### config.mk
export PLATFORM = sky130hd
export DESIGN_NAME = adcq_serial_out
export DESIGN_NICKNAME = d
export VERILOG_FILES = /design/src/rtl/adcq_pkg.sv /design/src/rtl/adcq_sync.sv /design/src/rtl/adcq_store.sv /design/src/rtl/adcq_shift.sv /design/src/rtl/adcq_serial_out.sv
export SDC_FILE = /design/constraint.sdc
export NUM_CORES = 1
export LEC_CHECK = 0
export BUFFER_PORTS_ARGS = -buffer_cell sky130_fd_sc_hd__buf_2
export CAP_MARGIN = 5
export CORE_ASPECT_RATIO = 1.25
export CORE_MARGIN = 5
export CORE_UTILIZATION = 55
export DETAILED_ROUTE_END_ITERATION = 8
export MAX_ROUTING_LAYER = met4
export PLACE_DENSITY = 0.8
export SLEW_MARGIN = 20
export SYNTH_ARGS = -nofsm -noshare
export SYNTH_HDL_FRONTEND = slang
export SYNTH_HIERARCHICAL = 1
export SYNTH_SLANG_ARGS = --single-unit
### constraint.sdc
create_clock -name clk -period 2.4 [get_ports clk]
set_input_delay 0.12 -clock clk [delete_from_list [all_inputs] [get_ports clk]]
set_output_delay 0.12 -clock clk [all_outputs]
set_load 0.005 [all_outputs]
### src/rtl/adcq_pkg.sv
package adcq_pkg;
  localparam int RES_W  = 12;
  localparam int BYTE_W = 8;
  localparam int PAD_W  = 2 * BYTE_W - RES_W;

  typedef enum logic {
    PH_UPPER = 1'b0,
    PH_LOWER = 1'b1
  } byte_phase_e;
endpackage

### src/rtl/adcq_sync.sv
module adcq_sync #(
  parameter int              N       = 2,
  parameter logic [N-1:0]    RST_VAL = '0
) (
  input  logic         clk,
  input  logic         rst_n,
  input  logic [N-1:0] d_i,
  output logic [N-1:0] q_o
);
  logic [N-1:0] meta_q;
  logic [N-1:0] sync_q;

  always_ff @(posedge clk or negedge rst_n) begin
    if (!rst_n) begin
      meta_q <= RST_VAL;
      sync_q <= RST_VAL;
    end else begin
      meta_q <= d_i;
      sync_q <= meta_q;
    end
  end

  assign q_o = sync_q;
endmodule

### src/rtl/adcq_store.sv
module adcq_store
  import adcq_pkg::*;
#(
  parameter int DEPTH = 16
) (
  input  logic             clk,
  input  logic             rst_n,
  input  logic             wr_en_i,
  input  logic [RES_W-1:0] wr_data_i,
  input  logic             pop_i,
  output logic [RES_W-1:0] head_o,
  output logic             empty_o,
  output logic             drop_o
);
  localparam int PTR_W = (DEPTH > 1) ? $clog2(DEPTH) : 1;
  localparam int CNT_W = $clog2(DEPTH + 1);
  localparam logic [PTR_W-1:0] LAST_IDX = PTR_W'(DEPTH - 1);
  localparam logic [CNT_W-1:0] FULL_CNT = CNT_W'(DEPTH);

  logic [RES_W-1:0] mem_q [DEPTH];
  logic [PTR_W-1:0] wr_ptr_q, wr_ptr_d;
  logic [PTR_W-1:0] rd_ptr_q, rd_ptr_d;
  logic [CNT_W-1:0] cnt_q, cnt_d;
  logic             full;

  function automatic logic [PTR_W-1:0] step(input logic [PTR_W-1:0] p);
    return (p == LAST_IDX) ? '0 : p + 1'b1;
  endfunction

  always_comb begin
    full     = (cnt_q == FULL_CNT);
    drop_o   = wr_en_i && full && !pop_i;
    wr_ptr_d = wr_en_i ? step(wr_ptr_q) : wr_ptr_q;
    rd_ptr_d = (pop_i || drop_o) ? step(rd_ptr_q) : rd_ptr_q;
    cnt_d    = cnt_q;
    if (wr_en_i && !pop_i && !full) cnt_d = cnt_q + 1'b1;
    else if (pop_i && !wr_en_i)     cnt_d = cnt_q - 1'b1;
  end

  always_ff @(posedge clk or negedge rst_n) begin
    if (!rst_n) begin
      wr_ptr_q <= '0;
      rd_ptr_q <= '0;
      cnt_q    <= '0;
    end else begin
      wr_ptr_q <= wr_ptr_d;
      rd_ptr_q <= rd_ptr_d;
      cnt_q    <= cnt_d;
    end
  end

  always_ff @(posedge clk) begin
    if (wr_en_i) mem_q[wr_ptr_q] <= wr_data_i;
  end

  assign head_o  = mem_q[rd_ptr_q];
  assign empty_o = (cnt_q == '0);

  a_r6_count_bound: assert property (@(posedge clk) disable iff (!rst_n)
    cnt_q <= FULL_CNT);
  a_r7_full_write_stays_full: assert property (@(posedge clk) disable iff (!rst_n)
    (full && wr_en_i) |=> (cnt_q == FULL_CNT));
  a_r8_count_steady: assert property (@(posedge clk) disable iff (!rst_n)
    (wr_en_i && pop_i) |=> (cnt_q == $past(cnt_q)));
  a_r5_no_pop_when_empty: assert property (@(posedge clk) disable iff (!rst_n)
    pop_i |-> (cnt_q != '0));
endmodule

### src/rtl/adcq_shift.sv
module adcq_shift
  import adcq_pkg::*;
(
  input  logic             clk,
  input  logic             rst_n,
  input  logic             csn_s_i,
  input  logic             sclk_s_i,
  input  logic             empty_i,
  input  logic [RES_W-1:0] head_i,
  input  logic             drop_i,
  output logic             pop_o,
  output logic             sdo_o
);
  localparam logic [3:0] LAST_BIT = 4'(BYTE_W - 1);

  logic              csn_q, sclk_q;
  logic [BYTE_W-1:0] sh_q, sh_d;
  logic [3:0]        bit_q, bit_d;
  logic              live_q, live_d;
  byte_phase_e       ph_q, ph_d;
  logic              cs_fall, sclk_rise, sclk_fall, byte_done;

  always_comb begin
    cs_fall   = csn_q && !csn_s_i;
    sclk_rise = !csn_s_i && !sclk_q && sclk_s_i;
    sclk_fall = !csn_s_i && sclk_q && !sclk_s_i;
    byte_done = sclk_rise && live_q && (bit_q == LAST_BIT);
    pop_o     = byte_done && (ph_q == PH_LOWER);

    sh_d   = sh_q;
    bit_d  = bit_q;
    live_d = live_q;
    ph_d   = ph_q;

    if (csn_s_i) begin
      sh_d   = '0;
      live_d = 1'b0;
    end else if (cs_fall) begin
      bit_d  = '0;
      live_d = !empty_i;
      if (empty_i)               sh_d = '0;
      else if (ph_q == PH_UPPER) sh_d = {{PAD_W{1'b0}}, head_i[RES_W-1:BYTE_W]};
      else                       sh_d = head_i[BYTE_W-1:0];
    end else begin
      if (sclk_rise && bit_q <= LAST_BIT) bit_d = bit_q + 1'b1;
      if (sclk_fall) sh_d = {sh_q[BYTE_W-2:0], 1'b0};
      if (byte_done) begin
        live_d = 1'b0;
        ph_d   = (ph_q == PH_UPPER) ? PH_LOWER : PH_UPPER;
      end
    end

    if (drop_i) ph_d = PH_UPPER;
  end

  always_ff @(posedge clk or negedge rst_n) begin
    if (!rst_n) begin
      csn_q  <= 1'b1;
      sclk_q <= 1'b0;
      sh_q   <= '0;
      bit_q  <= '0;
      live_q <= 1'b0;
      ph_q   <= PH_UPPER;
    end else begin
      csn_q  <= csn_s_i;
      sclk_q <= sclk_s_i;
      sh_q   <= sh_d;
      bit_q  <= bit_d;
      live_q <= live_d;
      ph_q   <= ph_d;
    end
  end

  assign sdo_o = sh_q[BYTE_W-1];

  a_r9_sdo_moves_on_fall: assert property (@(posedge clk) disable iff (!rst_n)
    (!csn_s_i && !cs_fall && !sclk_fall) |=> $stable(sdo_o));
  a_r9_idle_low: assert property (@(posedge clk) disable iff (!rst_n)
    csn_s_i |=> !sdo_o);
  a_r3_upper_after_pop: assert property (@(posedge clk) disable iff (!rst_n)
    pop_o |=> (ph_q == PH_UPPER));
  a_r7_drop_restarts_phase: assert property (@(posedge clk) disable iff (!rst_n)
    drop_i |=> (ph_q == PH_UPPER));
endmodule

### src/rtl/adcq_serial_out.sv
module adcq_serial_out
  import adcq_pkg::*;
#(
  parameter int DEPTH = 16
) (
  input  logic             clk,
  input  logic             rst_n,
  input  logic             res_valid_i,
  input  logic [RES_W-1:0] res_data_i,
  input  logic             csn_i,
  input  logic             sclk_i,
  output logic             sdo_o
);
  logic [1:0]       pins_s;
  logic [RES_W-1:0] head;
  logic             empty, drop, pop;

  adcq_sync #(.N(2), .RST_VAL(2'b10)) i_sync (
    .clk   (clk),
    .rst_n (rst_n),
    .d_i   ({csn_i, sclk_i}),
    .q_o   (pins_s)
  );

  adcq_store #(.DEPTH(DEPTH)) i_store (
    .clk       (clk),
    .rst_n     (rst_n),
    .wr_en_i   (res_valid_i),
    .wr_data_i (res_data_i),
    .pop_i     (pop),
    .head_o    (head),
    .empty_o   (empty),
    .drop_o    (drop)
  );

  adcq_shift i_shift (
    .clk      (clk),
    .rst_n    (rst_n),
    .csn_s_i  (pins_s[1]),
    .sclk_s_i (pins_s[0]),
    .empty_i  (empty),
    .head_i   (head),
    .drop_i   (drop),
    .pop_o    (pop),
    .sdo_o    (sdo_o)
  );

  a_r1_quiet_after_reset: assert property (@(posedge clk) disable iff (!rst_n)
    $rose(rst_n) |-> !sdo_o);
endmodule

==> results of run 1 <==
## through the flow
| step | hold WS (ns) | cells |
|---|---|---|
| 2_1_floorplan | -0.176 | 528 |
| 5_1_grt | 0.0143 | 843 |
| 6_report | 0.0172 | 843 |
| 4_1_cts | 0.00566 | 836 |
| 3_5_place_dp | 0.222 | 785 |
| 3_3_place_gp | 0.206 | 785 |
## state kept, by name, indices dropped and copies added (netlist names)
name              flops
i_shift/ph_q          1
i_sync/meta_q         2
i_store/mem_q       192
i_sync/q_o            2
i_store/rd_ptr_q      4
i_shift/sclk_q        1
i_shift/bit_q         4
i_store/wr_ptr_q      4
i_shift/csn_q         1
i_shift/sh_q          8
i_store/cnt_q         5
i_shift/live_q        1
## placed cells by master, fill, tap and decap left out, drive strengths merged, types with 12 or more instances in the layout
cell type	n
dfrtp	30
o221ai	12
clkbuf	30
nor2	22
o21ai	22
nand2	19
mux4	36
buf	75
inv	22
a221o	12
edfxtp	192
nor2b	22
mux2	31
## path summary, 6_finish.rpt
| check | slack, ns | to |
|---|---|---|
| max | -0.02 | i_shift/sh_q[1] |
| min | 0.02 | i_store/mem_q[3][11] |
| min in group asynchronous | 0.22 | i_store/wr_ptr_q[0] |
| max in group asynchronous | 1.65 | i_store/rd_ptr_q[1] |
| min reg2reg | 0.36 | i_sync/q_o[1] |
| max reg2reg | -0.02 | i_shift/sh_q[1] |
## cell type report
cell class	instances	area (um^2)	area share, %
flip-flops and latches	225	6600	59.9
multi-input cells	254	2620	23.8
repair buffers	83	681	6.18
clock buffers	29	626	5.68
well taps	220	275	2.50
clock inverters	12	143	1.29
inverters	20	75.1	0.681
## power breakdown
group          leakage [nW]  internal, mW  switching [mW]
clock                 0.381          2.18            1.44
sequential             2.15          4.65           0.259
combinational          1.33          1.61            1.54
total                  3.86          8.44            3.24
## routing by layer
layer	track usage (%)	vias up	wire length [um]
met1	26.1	2656	7800
met3	3.15	60	1240
li1	-	2232	-
met5	-	-	0
met4	9.50	0	941
met2	36.9	191	11000
## worst max-delay path: stages, from the launching register on
cell and delay [ns]:
dfrtp_2 0.43, buf_8 0.15, buf_4 0.16, nand2_4 0.16, o221ai_2 0.29, o21ai_1 0.16
a221o_1 0.39, mux2_2 0.30, a2bb2oi_2 0.14, a211oi_1 0.09
## cell families (layout without fill, tap and decap cells)
logic type,count (synthesis),after routing
xor+xnor,7,7
compound gates,71,71
buf+inv,49,144
simple gates,96,96
mux,69,69
flops,225,225
fa+ha+maj,11,11
## what timing repair did
| action | 4_1_cts | 5_1_grt |
|---|---|---|
| gates cloned | 0 | 1 |
| endpoints found under the hold margin | 81 | 0 |
| pin swaps | 1 | 7 |
| buffers inserted | 3 | 6 |
| resized for setup | 3 | 20 |
| endpoints found under the setup margin | 2 | 6 |
| hold buffers | 7 | 0 |
==> impl_metrics.csv, run 1 <==
group,metric,value,unit
timing,timing.fmax,0.413,GHz
floorplan,dieWidth,127,um
hold_path,hp-start,"res_data_i[11]",
global_route,grt_overflow_total,0,
timing,setup_tns,-0.0213,ns
synthesis,ys_seq_area_share,70.2,%
route,dr.pass1.iters,4,
global_route,track_usage,21.8,%
route,remaining_drc_errors,0,
synthesis,synth_top_cells_by_count,"192 x edfxtp_1, 34 x mux4_2, 30 x dfrtp_1",
synthesis,synth_edf_count,192,
cells_and_area,fillerInstances,1087,
placed_design,dpl-instance-area,9980,um^2
timing,clock_skew,0.0160,ns
clock_tree,clk_pin_slew,0.06,ns
synthesis,synthTopCellsByArea,"edfxtp_1 61%, mux4_2 8.1%, dfrtp_1 8.0%",
global_route,grt_start_max_net_pins,36,
route,wirelength,21000,um
worst_setup_path,startpoint,"i_store/rd_ptr_q[0]",
worst_setup_path,startpoint_type,"flip-flop",
clock_tree,cts_htree_levels,1,
power_and_ir_drop,p_leak,3.86,nW
clock_tree,cts_buffer_depth,3,
floorplan,dieArea,19800,um^2
worst_setup_path,r2r_cells,9,
global_route,grt_pass1_wl,31600,um
cells_and_area,area_growth,17.3,%
floorplan,coreArea,16800,um^2
outcome,status,"finished with violations",
route,drt_iter0_drc,462,
power_and_ir_drop,p_total,11.7,mW
cells_and_area,drive_above_1_share,34.5,%
synthesis,synth_nets,556,
cells_and_area,final_nets,635,
placed_design,place_hpwl,12400,um
timing,layout_min_cycle_time,2.42,ns
clock_tree,cts.sinks,225,
timing,setup_violations,1,
hold_path,hold_path_class,"primary input to flip-flop",
clock_tree,clk_latency,0.50,ns
synthesis,ys_ff_latch,225,
synthesis,synth.most_common_cell,"edfxtp_1",
synthesis,synthSimpleGateAreaFrac,5.70,%
worst_setup_path,arrival,2.78,ns
synthesis,yosys_warnings,6,
cells_and_area,final_area,11000,um^2
placed_design,numPortBuffers,17,
synthesis,synth.top_cell.area_share,61.4,%
timing,finalMaxSlewViolations,0,
placed_design,place_ws,-0.120,ns
synthesis,syn_area,9400,um^2
clock_tree,cts_root_buffer,"clkbuf_16",
synthesis,postSynthAreaPerCell,17.8,um^2
route,num_vias,5139,
cells_and_area,antenna_cells,0,
power_and_ir_drop,ir_worst_vdd,542,uV
placed_design,gp_congestion,0.822,
synthesis,synth_mux_area_share,13.2,%
route,wl_per_cell,24.9,um
floorplan,row_count,53,
timing,rsz0062_at_grt,"true",
route,vias_per_cell,6.10,
timing,finalHoldViolCount,0,
synthesis,syn_inst,528,
hold_path,min_path_cells,1,
synthesis,synth_flop_cell,"edfxtp_1",
timing,tightest_slew,0.748,ns
synthesis,yosysTopAreaCell,"edfxtp_1",
synthesis,synthAdderAreaFrac,1.54,%
worst_setup_path,path_class,"flip-flop to flip-flop",
synthesis,synth_xor_area_share,0.652,%
power_and_ir_drop,p_per_area,1060,nW/um^2
worst_setup_path,cp-end-kind,"flip-flop",
floorplan,die_h,156,um
synthesis,synth.distinct_cells,49,
timing,relSlewSlack,50.1,%
synthesis,synth_compound_area_share,5.57,%
synthesis,synth_top_family_by_area,"multiplexers",
clock_tree,numCtsBuffers,23,
flow_run,maxCapViolCount,0,
global_route,antenna_found_initial,0,
floorplan,ios,18,
timing,worst_slack,-0.0213,ns
outcome,violations,"negative setup slack",
floorplan,start_util,55.8,%
clock_tree,cts_tree,"done",
worst_setup_path,r2r-start,"i_store/rd_ptr_q[0]",
global_route,grt_pass1_vias,5511,
synthesis,async_flop_share,14.7,%
worst_setup_path,worstPathRequired,2.76,ns
timing,finalCritPeriodShare,101,%
cells_and_area,final_core_util,65.4,%
route,ant_nets,0,
worst_setup_path,path_max_fanout,12,
No activity file was read; power rests on OpenSTA's default activity.
==> run 2, diff against run 1 <==
- SETUP_SLACK_MARGIN: unset -> 0.3
==> run 2 against run 1 <==
- hold slack better by 0.017 ns
- cell count is 1.9% higher
- worst setup slack better by 0.075 ns
- sequential share of layout area is 2.2 points lower
- the flow now finishes without violations
- fmax is 3.2% higher
- die area stayed put
- global-route usage is 0.053 points lower
- highest routed layer unchanged
- design area is 3.9% higher
- sequential cell count stayed put
==> impl_metrics.csv, run 2 (synthesized netlist as in run 1, its figures left out) <==
group,metric,value,unit
timing,hold_slack,0.0340,ns
timing,layout_min_cycle_time,2.35,ns
cells_and_area,final_core_util,68.0,%
timing,tightest_slew,0.759,ns
placed_design,dp.cells,768,
route,vias_per_cell,6.15,
global_route,antenna_found_initial,0,
floorplan,dieArea,19800,um^2
power_and_ir_drop,p_per_area,1070,nW/um^2
power_and_ir_drop,intPower,8.87,mW
floorplan,start_util,55.8,%
clock_tree,clk_pin_slew,0.06,ns
power_and_ir_drop,p_leak,4.03,nW
worst_setup_path,worstPathRequired,2.78,ns
power_and_ir_drop,p_sw,3.40,mW
cells_and_area,mostFrequentLayoutCell,"edfxtp_1",
cells_and_area,area_growth,21.8,%
worst_setup_path,cp-end-kind,"flip-flop",
cells_and_area,final_area,11400,um^2
route,drt_iter0_drc,589,
global_route,grt_pass1_wl,31600,um
worst_setup_path,startpoint,"i_store/rd_ptr_q[0]",
placed_design,gp_congestion,0.886,
worst_setup_path,worstReg2RegEnd,"i_shift/sh_q[2]",
cells_and_area,largest_reg_flops,192,
timing,setup_violations,0,
global_route,grt_start_max_net_pins,34,
route,dr.pass1.iters,5,
floorplan,row_count,53,
placed_design,place_hpwl,12200,um
timing,clock_skew,0.00912,ns
route,wl_per_cell,24.2,um
clock_tree,cts_htree_levels,1,
cells_and_area,reg.largest.list,"i_store/mem_q (192), i_shift/sh_q (8), i_store/cnt_q (5)",
timing,timing.fmax,0.426,GHz
power_and_ir_drop,switching_share,27.7,%
clock_tree,cts_buffer_depth,3,
timing,finalCritPeriodShare,97.8,%
worst_setup_path,ff2ff_setup_slack,0.05,ns
power_and_ir_drop,ir_worst_vdd,569,uV
cells_and_area,final_cell_mix,"192 x edfxtp_1, 48 x buf_4, 35 x mux4_2",
route,ant_nets,0,
timing,relSlewSlack,49.4,%
floorplan,dieWidth,127,um
worst_setup_path,r2r_cells,9,
power_and_ir_drop,p_comb_share,30.3,%
cells_and_area,fin_cells,859,
timing,finalMaxSlewViolations,0,
route,wirelength,20800,um
worst_setup_path,path_max_fanout,5,
placed_design,dpl-instance-area,9940,um^2
worst_setup_path,startpoint_type,"flip-flop",
worst_setup_path,r2r-start,"i_store/rd_ptr_q[0]",
worst_setup_path,endpoint,"i_shift/sh_q[2]",
global_route,grt_pass1_vias,5473,
hold_path,hold_path_class,"primary input to flip-flop",
route,remaining_drc_errors,0,
placed_design,numPortBuffers,17,
clock_tree,cts_root_buffer,"clkbuf_16",
worst_setup_path,path_class,"flip-flop to flip-flop",
floorplan,die_h,156,um
flow_run,maxCapViolCount,0,
power_and_ir_drop,p_clk_share,29.3,%
clock_tree,cts_tree,"done",
global_route,track_usage,21.7,%
floorplan,coreArea,16800,um^2
global_route,grt_overflow_total,0,
worst_setup_path,arrival,2.72,ns
cells_and_area,final_nets,654,
timing,finalHoldViolCount,0,
timing,rsz0062_at_grt,"true",
cells_and_area,antenna_cells,0,
outcome,status,"complete, no violations",
cells_and_area,regMostFlops,"i_store/mem_q",
clock_tree,clk_latency,0.51,ns
cells_and_area,drive_above_1_share,38.2,%
power_and_ir_drop,seqPwrFrac,40.4,%
floorplan,ios,18,
clock_tree,numCtsBuffers,23,
clock_tree,cts.sinks,225,
route,num_vias,5279,
[run 2: cell count changes in the layout (fill, tap and decap cells not counted), sizes merged]
cell / previous run / this run
buf: 75 / 83
bufbuf: 0 / 1
bufinv: 3 / 4
clkbuf: 30 / 28
clkinv: 6 / 5
dlygate4sd3: 7 / 16
[run 2: power groups by stage]
stage / sequential, mW / clock (mW) / combinational (mW)
final: 4.96 / 3.59 / 3.72
after global routing: 4.99 / 3.85 / 3.96
after CTS: 4.94 / 3.64 / 3.41
after detailed placement: 5.01 / 0 / 2.78
after global placement: 4.96 / 0 / 2.70
after floorplan: 4.86 / 0 / 2.25
[run 2: per-layer routing]
layer / track usage (%) / vias up / wire length (um)
li1: - / 2271 / -
met1: 26.2 / 2699 / 7670
met2: 37.6 / 253 / 11000
met3: 3.08 / 56 / 1370
met4: 7.66 / 0 / 750
met5: - / - / 0
[run 2: timing repair]
item | 4_1_cts | 5_1_grt
pin swaps | 14 | 9
endpoints found under the hold margin | 204 | 0
endpoints found under the setup margin | 10 | 11
setup buffers | 25 | 7
hold buffers | 16 | 0
gates cloned | 3 | 2
resized for setup | 33 | 24
[run 2: final cells by class]
type / instances / area, um^2
clock buffer: 26 / 587
sequential: 225 / 6600
inverter: 20 / 75.1
clock inverter: 12 / 168
multi-input combinational: 254 / 2760
tap: 220 / 275
fill: 1017 / 5400
timing repair buffer: 102 / 983
[run 2: worst min path at each step]
stage / start / to / slack [ns] / depth (start not counted)
floorplan: rst_n / i_shift/bit_q[0] / -0.18 / 0
global placement: rst_n / i_store/wr_ptr_q[2] / 0.23 / 1
detailed placement: rst_n / i_store/wr_ptr_q[2] / 0.23 / 1
CTS: res_data_i[1] / i_store/mem_q[9][1] / 0.01 / 1
global route: res_data_i[1] / i_store/mem_q[9][1] / 0.02 / 1
finish: res_data_i[1] / i_store/mem_q[11][1] / 0.03 / 1
[run 2: critical path, stage by stage (launching register included)]
cell and delay (ns):
dfrtp_2 0.46, buf_8 0.16, buf_12 0.13, mux4_2 0.51
inv_2 0.07, o21ai_1 0.05, a221o_1 0.33, mux2_2 0.28
a21oi_2 0.13, a211oi_1 0.08
[run 2: metrics by stage]
stage	total power, mW	setup slack, ns	setup TNS (ns)
2_1_floorplan	7.10	0.160	0
3_3_place_gp	7.66	0.0900	0
3_5_place_dp	7.78	0.0161	0
4_1_cts	12.0	0.0452	0
5_1_grt	12.8	-0.0162	-0.0233
6_report	12.3	0.0533	0
